--- config.mk ---
export PLATFORM = sky130hd
export DESIGN_NAME = rst_cause_vec
export DESIGN_NICKNAME = d
export VERILOG_FILES = /design/src/rtl/rcv_pkg.sv /design/src/rtl/rcv_ctrl.sv /design/src/rtl/rcv_dp.sv /design/src/rtl/rst_cause_vec.sv
export SDC_FILE = /design/constraint.sdc
export NUM_CORES = 1
export LEC_CHECK = 0
export ABC_AREA = 1
export BUFFER_PORTS_ARGS = -buffer_cell sky130_fd_sc_hd__buf_4
export CAP_MARGIN = 20
export CORE_MARGIN = 5
export CORE_UTILIZATION = 49
export CTS_CLUSTER_SIZE = 28
export DETAILED_ROUTE_END_ITERATION = 8
export GPL_ROUTABILITY_DRIVEN = 0
export PLACE_DENSITY = 0.78
export RECOVER_POWER = 100
export SETUP_SLACK_MARGIN = 0.4
export SYNTH_ARGS = -nofsm -noshare
export SYNTH_HDL_FRONTEND = slang
export SYNTH_SLANG_ARGS = --single-unit
--- constraint.sdc ---
create_clock -name clk -period 1.7 [get_ports clk]
set_input_delay 0.17 -clock clk [delete_from_list [all_inputs] [get_ports clk]]
set_output_delay 0.17 -clock clk [all_outputs]
set_load 0.01 [all_outputs]
--- src/rtl/rcv_pkg.sv ---
package rcv_pkg;
  // Strobes the control half hands to the datapath each cycle
  typedef struct packed {
    logic clrAll;  // wipe every flag
    logic popTop;  // clear the flag currently reported
  } rcvStrobe_t;
endpackage

--- src/rtl/rcv_ctrl.sv ---
module rcv_ctrl
  import rcv_pkg::*;
(
  input  logic       rdStb,
  input  logic       clearAll,
  input  logic       anyPend,
  output rcvStrobe_t strb
);
  always_comb begin
    strb        = '0;
    strb.clrAll = clearAll;
    // a read only pops when something is pending and no global clear competes
    strb.popTop = rdStb && anyPend && !clearAll;
  end
endmodule

--- src/rtl/rcv_dp.sv ---
module rcv_dp
  import rcv_pkg::*;
#(
  parameter int NUM_CAUSES = 16,
  parameter int VEC_W      = 16,
  parameter int RSV_IDX    = 13
) (
  input  logic                  clk,
  input  logic                  rstN,
  input  rcvStrobe_t            strb,
  input  logic [NUM_CAUSES-1:0] causeEvt,
  output logic [NUM_CAUSES-1:0] flagsQ,
  output logic                  anyPend,
  output logic [VEC_W-1:0]      vecOut
);
  logic [NUM_CAUSES-1:0] acceptMask;
  logic [NUM_CAUSES-1:0] topOneHot;
  logic [NUM_CAUSES-1:0] popMask;
  logic [NUM_CAUSES-1:0] setMask;

  // slots that may ever latch; the reserved one is tied off
  for (genvar g = 0; g < NUM_CAUSES; g++) begin : g_accept
    assign acceptMask[g] = (g != RSV_IDX);
  end

  // fixed-priority pick: lowest slot index wins
  always_comb begin
    topOneHot = '0;
    vecOut    = '0;
    for (int i = NUM_CAUSES - 1; i >= 0; i--) begin
      if (flagsQ[i]) begin
        topOneHot    = '0;
        topOneHot[i] = 1'b1;
        vecOut       = VEC_W'(2 * (i + 1));
      end
    end
  end

  assign anyPend = |flagsQ;
  assign popMask = strb.popTop ? topOneHot : '0;
  assign setMask = causeEvt & acceptMask;

  always_ff @(posedge clk or negedge rstN) begin
    if (!rstN) begin
      flagsQ <= '0;
    end else if (strb.clrAll) begin
      flagsQ <= '0;
    end else begin
      // new events are OR-ed after the pop so a same-slot set survives
      flagsQ <= (flagsQ & ~popMask) | setMask;
    end
  end
endmodule

--- src/rtl/rst_cause_vec.sv ---
module rst_cause_vec
  import rcv_pkg::*;
#(
  parameter int NUM_CAUSES = 16,
  parameter int VEC_W      = 16,
  parameter int RSV_IDX    = 13
) (
  input  logic                  clk,
  input  logic                  rstN,
  input  logic                  clearAll,
  input  logic [NUM_CAUSES-1:0] causeEvt,
  input  logic                  rdStb,
  output logic [VEC_W-1:0]      vecOut
);
  rcvStrobe_t            strb;
  logic                  anyPend;
  logic [NUM_CAUSES-1:0] flagsQ;

  rcv_ctrl u_ctrl (
    .rdStb   (rdStb),
    .clearAll(clearAll),
    .anyPend (anyPend),
    .strb    (strb)
  );

  rcv_dp #(
    .NUM_CAUSES(NUM_CAUSES),
    .VEC_W     (VEC_W),
    .RSV_IDX   (RSV_IDX)
  ) u_dp (
    .clk     (clk),
    .rstN    (rstN),
    .strb    (strb),
    .causeEvt(causeEvt),
    .flagsQ  (flagsQ),
    .anyPend (anyPend),
    .vecOut  (vecOut)
  );
endmodule

==> impl_metrics.tcl <==
set metrics [dict create \
    status "complete, but fails checks" \
    violations "setup timing" \
    crit_required_ns 1.53 \
    slew_headroom_pct 41.6 \
    syn_inst 154 \
    worst_ir_drop_vdd_mv 0.716 \
    clockBufferDepth 2 \
    antenna_found_initial 0 \
    yosys-top-cells-area "dfrtp_1 (37%), nand2_1 (12%), inv_1 (10%)" \
    coreArea_um2 2150 \
    nets 216 \
    synthAdderAreaFrac_pct 0 \
    routed-via-count 1074 \
    rsz0062_at_grt "yes" \
    synth_area_per_cell_um2 7.02 \
    grt_pass1_vias 1073 \
    worstSkewPairLatency_ns 0.30 \
    die_w_um 57.0 \
    ios 36 \
    drc 0 \
    slew_violations 0 \
    gr-total-overflow 0 \
    synth_area_leader_cell "dfrtp_1" \
    power-per-cell-area_nw_per_um2 641 \
    synthFlopType "dfrtp_1" \
    cts.htree.levels 1 \
    cts_buffers 3 \
    ant_nets 0 \
    die_h_um 57.0 \
    fin_tns_setup_ns -0.216 \
    p_leak_uw 0.000784 \
    top_register "u_dp.flagsQ" \
    synth_compound_area_share_pct 10.1 \
    crit_arrival_ns 1.66 \
    yosysWarningCount 0 \
    timing.final.crit_period_ns 1.83 \
    initial_core_util_pct 50.3 \
    synthMuxAreaShare_pct 0 \
    r2r-start "u_dp.flagsQ[2]" \
    worst_slack_ns -0.135 \
    synthArstFlopShare_pct 100 \
    setup_violations 5 \
    synth_area_um2 1080 \
    post-route-cell-area_um2 1450 \
    start_kind "flop" \
    synthTopCellsByCount "nand2_1 (34), inv_1 (29), a21oi_1 (17)" \
    drtPass1Iterations 4 \
    tritoncts "done" \
    drt_wl_total_mm 2.90 \
    holdCritPathClass "in2reg" \
    postPlaceCellArea_um2 1240 \
    synth_xor_xnor_area_share_pct 0 \
    crit_start "u_dp.flagsQ[12]" \
    grt_pass1_wl_mm 4.44 \
    largestRegisters "u_dp.flagsQ x16" \
    root_buffer "clkbuf_4" \
    die_area_um2 3250 \
    drv_cap 0 \
    antenna_cells 0 \
    clock_sinks 16 \
    wl_per_cell_um 13.1 \
    synthToLayoutAreaGrowth_pct 34.4 \
    grt_max_degree 17 \
    holdWs_ns 0.0754 \
    grtUsageTotal_pct 17.6 \
    critPathKind "reg2out" \
    dpl.hpwl_mm 1.80 \
    largest_reg_flops 16 \
    rows 17 \
    yosysMostFrequentCell "nand2_1" \
    ys_seq_area_share_pct 37.0 \
    port-buffer-count 23 \
    synthDistinctLibCells 21 \
    via_per_inst 4.84 \
    synthSimpleGateAreaFrac_pct 33.6 \
    clkTransAtPathRegs_ns 0.09 \
    fmax_mhz 545 \
    worstMarginPinSlew_ns 0.877 \
    drive_gt1_share_pct 37.6 \
    synth_top_area_share_pct 37.0 \
    ys_ff_latch 16 \
    finalClockSkew_ns 0.00735 \
    fin_crit_sh_pct 108 \
    drt_iter0_drc 37 \
    place_ws_ns 0.219 \
    hold_start "causeEvt[5]" \
    r2r_cells 10 \
    endpoint_kind "output port" \
    synth_top_family_by_area "simple AND/OR/NAND/NOR gates" \
    synth_edf_count 0 \
    holdPathStages 3 \
    path_max_fanout 3 \
    hold_viol 0 \
]
## power breakdown
group	switching, uW	total (uW)	leakage (uW)	internal [uW]
Combinational	166	294	0.000568	128
Sequential	23.7	429	0.000202	405
Clock	126	208	0.0000138	82.9
## repair_timing
item	4_1_cts	5_1_grt
gates resized for setup	14	10
pin swaps	9	6
hold endpoints to repair	16	0
buffers inserted	14	2
hold buffers	1	0
endpoints found under the setup margin	21	21
## cell type report
| type | instances | area (um2) |
|---|---|---|
| Fill cell | 185 | 696 |
| Multi-Input combinational cell | 105 | 563 |
| Sequential cell | 16 | 400 |
| Timing Repair Buffer | 40 | 314 |
| Inverter | 30 | 118 |
| Tap cell | 28 | 35.0 |
| Clock buffer | 3 | 22.5 |
## stage by stage
stage / power [uW] / util (%) / std cells
2_1_floorplan: 592 / - / 164
3_3_place_gp: 648 / 57.9 / 202
3_5_place_dp: 655 / 57.9 / 202
4_1_cts: 913 / 66.0 / 220
5_1_grt: 983 / 67.6 / 222
6_report: 931 / 67.6 / 222
## cells in the final DEF (no fill, tap or decap), drive strengths merged
master	n
o21ai	3
nand4	1
a21oi	18
inv	30
dlygate4sd3	1
nor3	2
clkbuf	6
conb	11
nor2	20
buf	36
nand3	13
dfrtp	16
nand2	37
## worst max-delay path: stages (launching register included)
cell	delay, ns
dfrtp_1	0.39
inv_1	0.12
nand2_1	0.08
nand2_1	0.07
nand2_1	0.05
nand2_1	0.05
nand2_1	0.04
nand2_1	0.05
nand2_1	0.04
nand2_1	0.05
nand2_1	0.05
nand2_1	0.07
nand2_1	0.06
nand2_1	0.06
nand2_1	0.06
buf_6	0.12
## per-layer routing
| metal | track usage, % | part of all wire, % | wire length (um) | vias to the layer above |
|---|---|---|---|---|
| li1 | - | - | - | 535 |
| met1 | 19.5 | 39 | 1140 | 501 |
| met2 | 32.5 | 54 | 1560 | 31 |
| met3 | 2.94 | 4.3 | 124 | 7 |
| met4 | 7.95 | 2.6 | 75 | 0 |
| met5 | 0 | 0 | 0 | - |
## cell families after synthesis
kind of cell	after synthesis
AND/OR/NAND/NOR	73
flip-flops	16
other	1
AO/OA/AOI/OAI	21
buffers and inverters	43
## path summary, 6_finish.rpt
check	to	slack, ns
worst max register to register	u_dp.flagsQ[14]	-0.02
worst min-delay path	u_dp.flagsQ[5]	0.08
worst min register to register	u_dp.flagsQ[11]	0.53
worst max-delay path	vecOut[1]	-0.13
max in group asynchronous	u_dp.flagsQ[11]	0.65
min in group asynchronous	u_dp.flagsQ[0]	0.50
Note: power is estimated with default switching activity, not from simulation.
